==> config.mk <==
export PLATFORM = sky130hd
export DESIGN_NAME = bus_brk_unit
export DESIGN_NICKNAME = d
export VERILOG_FILES = /design/src/rtl/bus_brk_unit.sv
export SDC_FILE = /design/constraint.sdc
export NUM_CORES = 1
export LEC_CHECK = 0
export BUFFER_PORTS_ARGS = -buffer_cell sky130_fd_sc_hd__buf_2
export CAP_MARGIN = 30
export CORE_ASPECT_RATIO = 1.5
export CORE_MARGIN = 2
export CORE_UTILIZATION = 30
export CTS_BUF_LIST = sky130_fd_sc_hd__clkbuf_4 sky130_fd_sc_hd__clkbuf_8
export DETAILED_ROUTE_END_ITERATION = 8
export GPL_TIMING_DRIVEN = 0
export PLACE_DENSITY_LB_ADDON = 0.05
export SLEW_MARGIN = 20
export SYNTH_ARGS = -nofsm -noshare
export SYNTH_HDL_FRONTEND = slang
export SYNTH_SLANG_ARGS = --single-unit
==> constraint.sdc <==
create_clock -name clk -period 6.9 [get_ports clk]
set_input_delay 1.725 -clock clk [delete_from_list [all_inputs] [get_ports clk]]
set_output_delay 1.725 -clock clk [all_outputs]
set_load 0.05 [all_outputs]
==> src/rtl/bus_brk_unit.sv <==
module bus_brk_unit #(
  parameter int AW = 32,
  parameter int DW = 32,
  parameter int CW = 32
) (
  input  logic          clk,
  input  logic          rst_n,
  input  logic          bus_valid,
  input  logic [AW-1:0] bus_addr,
  input  logic [DW-1:0] bus_data,
  input  logic [1:0]    bus_kind,
  input  logic [1:0]    bus_size,
  input  logic          cfg_we,
  input  logic          cfg_ch,
  input  logic [2:0]    cfg_sel,
  input  logic [CW-1:0] cfg_wdata,
  output logic          brk_req,
  output logic          hit_a,
  output logic          hit_b,
  output logic          armed
);
  localparam logic [2:0] SEL_ADDR = 3'd0, SEL_AMSK = 3'd1, SEL_DATA = 3'd2,
                         SEL_DMSK = 3'd3, SEL_CTRL = 3'd4, SEL_STAT = 3'd5,
                         SEL_MODE = 3'd6;

  logic [AW-1:0] c_addr  [2];
  logic [AW-1:0] c_amask [2];
  logic [DW-1:0] c_data  [2];
  logic [DW-1:0] c_dmask [2];
  logic [4:0]    c_ctrl  [2];
  logic [1:0]    match, clr, hit, en_vec;
  logic          seq_mode, fire_b, brk_next;

  for (genvar g = 0; g < 2; g++) begin : g_ch
    wire sel_me = cfg_we && (cfg_ch == 1'(g));

    always_ff @(posedge clk) begin
      if (!rst_n) begin
        c_addr[g]  <= '0;
        c_amask[g] <= '0;
        c_data[g]  <= '0;
        c_dmask[g] <= '0;
        c_ctrl[g]  <= '0;
      end else if (sel_me) begin
        case (cfg_sel)
          SEL_ADDR: c_addr[g]  <= cfg_wdata[AW-1:0];
          SEL_AMSK: c_amask[g] <= cfg_wdata[AW-1:0];
          SEL_DATA: c_data[g]  <= cfg_wdata[DW-1:0];
          SEL_DMSK: c_dmask[g] <= cfg_wdata[DW-1:0];
          SEL_CTRL: c_ctrl[g]  <= cfg_wdata[4:0];
          default: ;
        endcase
      end
    end

    wire addr_ok = ((bus_addr ^ c_addr[g]) & ~c_amask[g]) == '0;
    wire data_ok = ((bus_data ^ c_data[g]) & ~c_dmask[g]) == '0;
    wire kind_ok = (c_ctrl[g][1:0] == 2'd3) || (c_ctrl[g][1:0] == bus_kind);
    wire size_ok = (c_ctrl[g][3:2] == 2'd3) || (c_ctrl[g][3:2] == bus_size);

    assign en_vec[g] = c_ctrl[g][4];
    assign match[g]  = bus_valid && en_vec[g] && addr_ok && data_ok && kind_ok && size_ok;
    assign clr[g]    = sel_me && (cfg_sel == SEL_STAT) && !cfg_wdata[0];
  end

  assign fire_b   = seq_mode ? (match[1] && armed) : match[1];
  assign brk_next = seq_mode ? fire_b : (match[0] || match[1]);

  always_ff @(posedge clk) begin
    if (!rst_n) begin
      seq_mode <= 1'b0;
      armed    <= 1'b0;
      brk_req  <= 1'b0;
      hit      <= '0;
    end else begin
      brk_req <= brk_next;
      hit     <= {fire_b, match[0]} | (hit & ~clr);
      if (cfg_we && cfg_sel == SEL_MODE) begin
        seq_mode <= cfg_wdata[0];
        armed    <= 1'b0;
      end else if (seq_mode) begin
        armed <= match[0] || (armed && !match[1]);
      end
    end
  end

  assign hit_a = hit[0];
  assign hit_b = hit[1];
endmodule


Word level (Yosys, flattened, before mapping)
Memory sizes are Yosys's and may differ from the RTL's.
Cells that the tools add are included.
- eq/ne operators: 14
- multiplexer cells: 48
- bitwise gates (word level): 27
- reductions and logical operators: 33
- operator list (kind ; count):
    $mux W32 ; 8
    $and A32 B32 Y32 ; 4
    $logic_not A32 Y1 ; 4
    $not A32 Y32 ; 4
    $xor A32 B32 Y32 ; 4
    $mux W1 ; 38
    $logic_and A1 B1 Y1 ; 19
    $mux W5 ; 2
    $or A1 B1 Y1 ; 10
    $eq A3 B3 Y1 const B ; 3
    $eq A2 B2 Y1 ; 4
    $eq A2 B2 Y1 const B ; 4
    $eq A3 B2 Y1 const B ; 2
    $logic_or A1 B1 Y1 ; 6
    $eq A3 B1 Y1 const B ; 1
    $logic_not A3 Y1 ; 1
    $and A2 B2 Y2 ; 1
    $logic_not A1 Y1 ; 2
    $not A1 Y1 ; 2
    $not A2 Y2 ; 1
    $or A2 B2 Y2 ; 1
    $reduce_or A2 Y1 ; 1
- flip-flop bits (word level): 5
- bits in writable memories: 266
- bits of input ports: 108
- memories: 5
- memories (memory ; words ; width ; rd ports ; clocked after Yosys merged registers in ; wr ports ; line ; RTL):
    c_addr ; 2 ; 32 ; 2 ; 0 ; 2 ; 26 ; logic [AW-1:0] c_addr [2];
    c_amask ; 2 ; 32 ; 2 ; 0 ; 2 ; 27 ; logic [AW-1:0] c_amask [2];
    c_data ; 2 ; 32 ; 2 ; 0 ; 2 ; 28 ; logic [DW-1:0] c_data [2];
    c_dmask ; 2 ; 32 ; 2 ; 0 ; 2 ; 29 ; logic [DW-1:0] c_dmask [2];
    c_ctrl ; 2 ; 5 ; 2 ; 0 ; 2 ; 30 ; logic [4:0] c_ctrl [2];

Logic depth before layout (Yosys ltp)
Gate-level depths: netlist of the first run.
- depth after elaboration: 10
- mapped depth: 7
- depth with buffers taken out: 7

Worst setup path before layout of the first run
Ideal clock, no wire load.
- kind: in2reg
- start: input cfg_sel[2]
- end: memory c_addr[1][0], enable pin
- data arrival time: 5.324 ns
- slack: 1.066 ns
- stages: 2
- buffers on the path: 1
- cells stage by stage: clkbuf_1 > o41ai_1
- RTL lines (item ; line ; RTL):
    start, declared ; 15 ; input logic [2:0] cfg_sel,
    end, declared ; 26 ;

Worst setup path after layout of the first run
- start: input bus_data[15]
- end: register armed
- word-level cells in the longest chain between the ends: 9
- elaborated cells between the ends (all ways): 15
- classes of those cells: bitwise (4); reduce/logical (11)
- RTL lines (item ; line ; RTL):
    start, declared ; 10 ; input logic [DW-1:0] bus_data,
    $xor A32 B32 Y32 ; 57 ; wire data_ok = ((bus_data ^ c_data[g]) & ~c_dmask[g]) == '0;
    $and A32 B32 Y32 ; 57 ;
    $logic_not A32 Y1 ; 57 ;
    $logic_and A1 B1 Y1 (3 in a row) ; 62 ; assign match[g] = bus_valid && en_vec[g] && addr_ok && data_ok && kind_ok && size_ok;
    $logic_not A1 Y1 ; 82 ; armed <= match[0] || (armed && !match[1]);
    $logic_and A1 B1 Y1 ; 82 ;
    $logic_or A1 B1 Y1 * ; 82 ;
    end signal, assigned ; 82 ;
    end, declared ; 20 ; output logic armed
Every way passes the cells marked *; elsewhere a longest branch is shown, timed or not.
A chain may end at the register's enable or synchronous reset.

==> reports/results.tsv, run 1 <==
metric	value	unit
outcome	completed	
RSZ-0062 raised after global routing	false	
CTS H-Tree Depth	2	
Post-route DRC	0	
CTS root buf	clkbuf_8	
Fin Setup TNS	0	ns
worst path required time	7.42	ns
Pleak	5.053	nW
Syn Area/Cell	14.05	µm²
Die W	167.0	µm
Mapped Nets	959	
Post-Place Worst Slack	2.347	ns
Post-DRT Antenna Nets	0	
highest clock rate	247.2	MHz
CP Data Arrival Time	4.56	ns
multi-input gate area in the final layout	3829	µm²
HP Class	reg -> reg	
PwrDens	256.9	nW/µm²
DR pass1 iterations	7	
Setup-failing EPs final	0	
Pwr Total	3.724	mW
leading post-synthesis cells by cell area	edfxtp_1 67%, and2_1 14%, xnor2_1 9.4%	
first-pass GRT wire length	58.48	mm
Synth Instances	851	
Hold Vio Cnt, Final	0	
# clock sinks	271	
YS warnings	0	
Mapped Area	11950	µm²
share of power burned in registers	52.1	%
antenna violations before repair	2	
Peak VDD IR	0.1274	mV
Worst Skew	0.02308	ns
CTS tree	done	
post-synthesis sequential area ratio	67.66	%
GR Util All Layers	20.01	%
CP max FO	3	
WL final	40.96	mm
dpl hpwl	29.85	mm
Synth cell types	37	
register area	8088	µm²
Setup crit end kind	flop	
clock buffer depth	3	
grt ovf	0	
Tcrit/Tclk final	58.62	%
Worst setup SP type	primary input	
wire per inst	26.04	µm
Max Cap Violations	0	
num ports	112	
vias per std cell	4.673	
Die ar.	41490	µm²
pin count of the biggest net entering global routing	19	
Initial Util	30.41	%
Tightest Pin Transition	1.008	ns
fin nets	1142	
sw frac	25.25	%
Fillers	3863	
Post-synth EDFFs	266	
routability cong.	0.7917	
share of cells above drive strength 1	20.93	%
final core occ	36.88	%
setup slack after layout	2.855	ns
Tmin final	4.045	ns
I/O Buffers	108	
Post-CTS Setup Repair Bufs	0	
top_reg_cell synth	edfxtp_1	
area leader, netlist	edfxtp_1	
Psw	0.9404	mW
Hold Slack	0.4750	ns
post-synth top area share	66.82	%
First DRT Iteration DRCs	455	
ys async rst share	0	%
vias in the first global route	8004	
CTS Buf Count	46	
Clk pwr share	38.2	%
worst rel slew slack	32.83	%
hold buffers post-CTS	0	
core area	39310	µm²
# resized after CTS	0	
Die Height	248.5	µm
via count	7351	
post-synthesis register bit count	271	
Rows	89	
Comb pwr share	9.7	%
area grow syn2layout	21.29	%
clock slew at reported path FFs	0.06	ns
Clk Latency, worst-skew pair	0.59	ns
Pint	2.784	mW
Slew Limit Fails	0	
Setup CP Type	in -> reg	
critical path: stages:
cell and delay [ns]:
buf_2 0.13, xnor2_1 0.63, o22ai_2 0.15, or4_1 0.47, or4_1 0.55, nor4_2 0.57
and2_1 0.21, o211a_1 0.12
cells in the mapped netlist, types with 2 or more instances:
master	instances
o211ai_1	2
nor2_1	16
o22ai_1	57
and2_1	267
o221ai_1	2
o21a_1	2
nand2b_1	4
o31ai_1	3
nor4_1	13
o21ai_0	7
or2_2	2
clkbuf_1	30
nand2_1	6
dfxtp_1	5
a21oi_1	8
edfxtp_1	266
xnor2_1	128
nand4_1	3
a21boi_1	2
inv_1	5
or4_1	4
nor3_1	2
o22a_1	3
placed cells by master, fill, tap and decap left out, drive strengths merged, types with 4 or more instances in the layout:
cell type | netlist | routed
or4 | 4 | 4
clkbuf | 30 | 97
buf | 0 | 135
edfxtp | 266 | 266
nor4 | 14 | 14
and2 | 267 | 267
clkinv | 0 | 16
inv | 5 | 5
nor2 | 16 | 16
nand2 | 6 | 6
o21ai | 7 | 7
nand2b | 4 | 4
xnor2 | 128 | 128
dfxtp | 5 | 5
a21oi | 8 | 8
o22ai | 59 | 59
per-layer routing:
| layer | track usage, % | up-vias | wire [µm] |
|---|---|---|---|
| met1 | 24.76 | 3652 | 16820 |
| met4 | 8.300 | 0 | 1734 |
| met3 | 3.008 | 69 | 1798 |
| met2 | 34.74 | 208 | 20610 |
| li1 | - | 3422 | - |
| met5 | 0 | - | 0 |
power groups by stage:
stage / clock network [mW] / registers [mW] / logic, mW
after floorplan: 0 / 1.97 / 0.155
after global placement: 0 / 1.99 / 0.335
after detailed placement: 0 / 1.97 / 0.372
after CTS: 1.47 / 1.94 / 0.373
after global routing: 1.52 / 1.95 / 0.389
final: 1.42 / 1.94 / 0.363
layout make-up:
| cell class | instances | share of cell area, % |
|---|---|---|
| Sequential cell | 271 | 55.78 |
| Timing Repair Buffer | 135 | 6.533 |
| Antenna cell | 3 | 0.05178 |
| Tap cell | 500 | 4.315 |
| Clock buffer | 67 | 5.497 |
| Buffer | 30 | 0.7767 |
| Clock inverter | 17 | 0.5091 |
| Multi-Input combinational cell | 545 | 26.41 |
| Inverter | 5 | 0.1294 |
registers in the layout, indices dropped and copies added (netlist names):
name	count
brk_req	1
hit	2
armed	1
c_dmask	64
c_data	64
c_ctrl	10
seq_mode	1
c_amask	64
c_addr	64
per-stage QoR:
| step | cells | cell area, µm² |
|---|---|---|
| finish | 1573 | 14500 |
| global placement | 1459 | 13120 |
| detailed placement | 1486 | 13620 |
| global route | 1570 | 14490 |
| floorplan | 851 | 11950 |
| CTS | 1570 | 14490 |
path summary, 6_finish.rpt:
check | slack, ns | endpoint | cells past startpoint | start
worst min register to register | 0.48 | hit[1] | 2 | hit[1]
worst max-delay path | 2.86 | armed | 8 | bus_data[15]
worst max register to register | 3.74 | armed | 7 | c_data[0][15]
worst min-delay path | 0.48 | hit[1] | 2 | hit[1]
cells by family (layout without fill, tap and decap cells):
family | count (synthesis) | count (layout) | share of synthesized area (%)
AO/OA/AOI/OAI | 93 | 93 | 5.202
XOR/XNOR | 128 | 128 | 9.378
buffers and inverters | 35 | 254 | 1.099
flip-flops | 271 | 271 | 67.66
multiplexers | 1 | 1 | 0.08374
other | 0 | 3 | 0
AND/OR/NAND/NOR | 323 | 323 | 16.58
Power figures use the tool's default switching activity.
==> run 2, diff against run 1 <==
==> constraint.sdc (replaced) <==
create_clock -name clk -period 3.7 [get_ports clk]
set_input_delay 0.925 -clock clk [delete_from_list [all_inputs] [get_ports clk]]
set_output_delay 0.925 -clock clk [all_outputs]
set_load 0.05 [all_outputs]
==> run 2 against run 1 <==
Compared with the run above:
- core utilization about the same
- sequential share of layout area about the same
- design area about the same
- first-iteration DRC count up 9.0%
- clock skew up 0.0021 ns
- die area unchanged
- final cell count down 0.70%
- largest cell class unchanged
- routed wire length down 1.1%
==> reports/results.tsv, run 2 (synthesis gave the netlist of run 1 again) <==
metric	value	unit	change
Die W	167.0	µm	unchanged
clock buffer depth	3		unchanged
design area	14490	µm²	about the same
First DRT Iteration DRCs	496		+9.0%
CP Data Arrival Time	3.69	ns	-0.87 ns
flop2flop setup slack	0.61	ns	-3.13 ns
pin count of the biggest net entering global routing	18		-1
commonest non-fill, non-tap cell in the layout	and2_1		
Die ar.	41490	µm²	unchanged
RR Startpoint	c_data[0][15]		
antenna violations before repair	4		+2
non-filler cells, final	1562		-0.70%
Pint	5.235	mW	+88%
Tcrit/Tclk final	85.69	%	
vias per std cell	4.718		+0.96%
Clk Latency, worst-skew pair	0.60	ns	about the same
wire per inst	25.94	µm	-0.39%
Post-CTS Setup Repair Bufs	0		unchanged
share of cells above drive strength 1	20.43	%	-0.50 points
setup slack after layout	0.5296	ns	-2.326 ns
dpl hpwl	29.60	mm	-0.83%
critical path's most frequent cell	or4_1		
PwrDens	482.4	nW/µm²	+88%
fin nets	1139		-0.26%
# resized after CTS	0		unchanged
Pleak	5.028	nW	-0.49%
clock slew at reported path FFs	0.05	ns	about the same
vias in the first global route	7737		-3.3%
CP endpoint	armed		
worst-path cell chain	buf_2 -> xnor2_1 -> o22ai_2 -> or4_1 -> or4_1 -> nor4_2 -> and2_1 -> o211a_1		
R2R Path End	armed		
CTS root buf	clkbuf_8		
CTS H-Tree Depth	2		unchanged
most frequent cells in the layout	267 x and2_1, 266 x edfxtp_1, 128 x xnor2_1		
Worst Skew	0.02521	ns	+0.002126 ns
first-pass GRT wire length	57.05	mm	-2.4%
Post-route DRC	0		unchanged
area grow syn2layout	21.18	%	about the same
Peak VDD IR	0.2069	mV	+62%
share of power burned in registers	51.8	%	-0.3 points
via count	7370		+0.26%
num ports	112		unchanged
CTS Buf Count	47		+2.2%
Psw	1.753	mW	+86%
Setup-failing EPs final	0		unchanged
worst path buffer plus inverter count	1		unchanged
cell total after placement	1482		-0.27%
n_diodes	0		-3
GR Util All Layers	19.51	%	-0.50 points
outcome	completed		
Crit. Startpoint	bus_data[15]		
highest clock rate	315.4	MHz	
Max Cap Violations	0		unchanged
Tightest Pin Transition	0.9919	ns	-0.01563 ns
WL final	40.52	mm	-1.1%
Initial Util	30.41	%	unchanged
Rows	89		unchanged
# clock sinks	271		unchanged
worst rel slew slack	33.36	%	+0.53 points
RSZ-0062 raised after global routing	false		
Worst path max stage delay	0.63	ns	about the same
Post-DP Area	13610	µm²	about the same
Die Height	248.5	µm	unchanged
CTS tree	done		
Worst setup SP type	primary input		
Comb pwr share	9.6	%	about the same
Post-DRT Antenna Nets	0		unchanged
Slew Limit Fails	0		unchanged
R2R cell count	7		unchanged
hold buffers post-CTS	0		unchanged
Post-Place Worst Slack	-0.06214	ns	-2.409 ns
CP max FO	3		unchanged
Slowest cell on crit path	xnor2_1		
DR pass1 iterations	5		-2
Clk pwr share	38.6	%	+0.4 points
worst path required time	4.22	ns	-3.20 ns
HP Class	reg -> reg		
Fin Setup TNS	0	ns	unchanged
Setup CP Type	in -> reg		
core area	39310	µm²	unchanged
Tmin final	3.170	ns	
Setup crit end kind	flop		
Hold Vio Cnt, Final	0		unchanged
Crit. path cell count	8		unchanged
grt ovf	0		unchanged
sw frac	25.09	%	-0.16 points
Crit path max-delay family	simple AND/OR/NAND/NOR gates		
I/O Buffers	108		unchanged
routability cong.	0.7762		-2.0%
run 2: changes by cell type in the layout (fill, tap and decap cells not counted), moves of 2 or more:
cell / previous run / this run
buf_4: 4 / 2
buf_6: 5 / 7
buf_8: 5 / 7
clkinv_2: 5 / 1
buf_2: 113 / 108
diode_2: 3 / 0
clkbuf_4: 20 / 18
clkinvlp_4: 1 / 3
buf_16: 8 / 6
run 2: power by group through the flow:
stage / Clock [mW] / Sequential [mW] / Combinational, mW
2_1_floorplan: 0 / 3.67 / 0.290
3_3_place_gp: 0 / 3.70 / 0.625
3_5_place_dp: 0 / 3.68 / 0.691
4_1_cts: 2.77 / 3.62 / 0.694
5_1_grt: 2.89 / 3.63 / 0.718
6_report: 2.70 / 3.62 / 0.672
run 2: per-layer routing:
layer / share of wire (%) / vias to the layer above / GRT usage [%]
li1: - / 3414 / -
met1: 42 / 3696 / 24.07
met2: 51 / 194 / 34.39
met3: 4.2 / 66 / 3.263
met4: 3.0 / 0 / 6.650
met5: 0 / - / 0
run 2: final cells by class:
class                   count  area (µm²)
inverters                   5       18.77
repair buffers            131       924.6
flip-flops and latches    271        8088
well taps                 500       625.6
clock buffers              65       782.0
clock inverters            15       95.09
plain buffers              30       112.6
multi-input cells         545        3840
fillers                  3854       24820
run 2: through the flow:
step                      utilization, %  power (mW)  hold slack, ns
after floorplan                        -       3.964          0.5319
after global placement             33.40       4.329          0.4697
after detailed placement           34.62       4.373          0.4759
after CTS                          36.85       7.088          0.4833
after global routing               36.85       7.244          0.4971
final                              36.85       6.988          0.4761
run 2: worst min path at each step:
stage                     endpoint  slack, ns  cells after the start  startpoint
final                       hit[1]       0.48                      2      hit[1]
after global routing        hit[1]       0.50                      2      hit[1]
after CTS                   hit[1]       0.48                      2      hit[1]
after detailed placement    hit[1]       0.48                      2      hit[1]
after global placement      hit[1]       0.47                      2      hit[1]
after floorplan           seq_mode       0.53                      2    seq_mode
run 2: worst min-delay path, cell delays in order, from the launching register on:
cell and delay, ns:
dfxtp_1 0.30, o21ai_0 0.06, a21boi_1 0.06
==> run 3, diff against run 2 <==
--- a/config.mk
+++ b/config.mk
@@ -9,7 +9,7 @@
 export CAP_MARGIN = 30
 export CORE_ASPECT_RATIO = 1.5
 export CORE_MARGIN = 2
-export CORE_UTILIZATION = 30
+export CORE_UTILIZATION = 56
 export CTS_BUF_LIST = sky130_fd_sc_hd__clkbuf_4 sky130_fd_sc_hd__clkbuf_8
 export DETAILED_ROUTE_END_ITERATION = 8
 export GPL_TIMING_DRIVEN = 0
==> run 3 against run 2 <==
Compared with the run above:
- critical path depth unchanged
- total power is 5.1% lower
- core utilization increased by 30 points
- first-iteration DRC count is 35% higher
- clock-buffer cell count shrank 11
- clock skew is 0.0045 ns lower
- sequential share of layout area grew 1.9 points
- sequential power is essentially flat
- clock power fell by 11%
- global-route usage increased by 11 points
- highest routed layer unchanged
==> reports/results.tsv, run 3 (synthesis gave the netlist of run 1 again) <==
metric	value	unit	change
outcome	completed		
GR Util All Layers	30.05	%	+11 points
routability cong.	0.8623		+11%
CP Data Arrival Time	3.50	ns	-0.19 ns
Die Height	182.9	µm	-26%
worst rel slew slack	35.62	%	+2.3 points
design area	14000	µm²	-3.3%
Die ar.	22560	µm²	-46%
hold buffers post-CTS	0		unchanged
Pleak	4.939	nW	-1.8%
Worst Skew	0.02075	ns	-0.004463 ns
M1 WL	12.23	mm	-28%
num ports	112		unchanged
Post-DRT Antenna Nets	0		unchanged
Max Cap Violations	0		unchanged
CTS Buf Count	40		-15%
# clock sinks	271		unchanged
pin count of the biggest net entering global routing	18		unchanged
grt ovf	0		unchanged
Setup CP Type	in -> reg		
antenna violations before repair	1		-3
multi-input gate area in the final layout	3840	µm²	unchanged
highest clock rate	332.6	MHz	+5.5%
Setup-failing EPs final	0		unchanged
share of cells above drive strength 1	19.68	%	-0.76 points
vias in the first global route	7327		-5.3%
via count	7485		+1.6%
Hold Vio Cnt, Final	0		unchanged
fin nets	1126		-1.1%
Setup crit end kind	flop		
Worst setup SP type	primary input		
CP max FO	3		unchanged
Initial Util	56.97	%	+27 points
CTS H-Tree Depth	2		unchanged
commonest non-fill, non-tap cell in the layout	and2_1		
DR pass1 iterations	5		unchanged
Die W	123.3	µm	-26%
Tcrit/Tclk final	81.25	%	-4.4 points
area grow syn2layout	17.14	%	
First DRT Iteration DRCs	668		+35%
Post-CTS Setup Repair Bufs	0		unchanged
wire per inst	25.01	µm	-3.6%
met2 WL post-DR	16.95	mm	-18%
RSZ-0062 raised after global routing	false		
Post-DP Area	13230	µm²	-2.8%
Tmin final	3.006	ns	-0.1643 ns
# resized after CTS	0		unchanged
core area	20980	µm²	-47%
vias per std cell	5.688		+21%
Fillers	1590		-59%
CTS root buf	clkbuf_8		
first-pass GRT wire length	46.80	mm	-18%
Clk Latency, worst-skew pair	0.56	ns	-0.04 ns
Rows	65		-27%
dpl hpwl	23.70	mm	-20%
WL final	32.92	mm	-19%
final core occ	66.74	%	+30 points
Tightest Pin Transition	0.9657	ns	-0.02626 ns
top layer in use	met4		
Peak VDD IR	0.4282	mV	+110%
Slew Limit Fails	0		unchanged
worst path required time	4.20	ns	-0.02 ns
non-filler cells, final	1316		-16%
clock slew at reported path FFs	0.07	ns	+0.02 ns
cell total after placement	1244		-16%
most frequent cells in the layout	267 x and2_1, 266 x edfxtp_1, 128 x xnor2_1		
clock buffer depth	3		unchanged
met3 WL	2.260	mm	+33%
register area	8088	µm²	unchanged
CTS tree	done		
Post-route DRC	0		unchanged
PwrDens	473.6	nW/µm²	-1.8%
I/O Buffers	108		unchanged
HP Class	reg -> reg		
## run 3: stage by stage
| step | setup TNS, ns | hold WS (ns) | setup slack [ns] | total power [mW] |
|---|---|---|---|---|
| after global routing | 0 | 0.5048 | 0.6603 | 6.817 |
| after detailed placement | 0 | 0.4703 | 0.1286 | 4.303 |
| after global placement | -584.62 | 0.4663 | -3.139 | 4.260 |
| after floorplan | -85.07 | 0.5319 | -0.6284 | 3.964 |
| after CTS | 0 | 0.4785 | 0.6874 | 6.642 |
| final | 0 | 0.4809 | 0.6938 | 6.632 |
## run 3: layer usage
metal | track usage, % | vias up
met1 | 37.22 | 3686
met2 | 51.43 | 329
met3 | 5.162 | 72
met4 | 12.91 | 0
met5 | 0 | -
li1 | - | 3398
## run 3: layout make-up
cell class / count / area share, %
timing repair buffer: 125 / 5.977
inverter: 5 / 0.1340
antenna: 1 / 0.01787
buffer: 30 / 0.8041
clock buffer: 54 / 4.727
multi-input combinational: 545 / 27.42
tap: 268 / 2.395
sequential: 271 / 57.76
clock inverter: 17 / 0.7684
## run 3: path summary, 6_finish.rpt
path / from / endpoint / slack (ns) / cells past startpoint
worst min-delay path: hit[1] / hit[1] / 0.48 / 2
worst max-delay path: bus_data[12] / armed / 0.69 / 8
worst min register to register: hit[1] / hit[1] / 0.48 / 2
worst max register to register: c_data[0][12] / armed / 0.78 / 7
## run 3: report_power, final
part	internal (mW)	switching, mW	leakage [nW]
Combinational	0.250	0.370	1.94
Clock	1.24	1.16	0.410
Sequential	3.55	0.0687	2.59
## run 3: critical path, cell delays in order
cell and delay, ns:
buf_2 0.13, xnor2_1 0.33, o22ai_1 0.18, or4_1 0.57, or4_1 0.55, nor4_2 0.48
and2_1 0.20, o211a_1 0.14
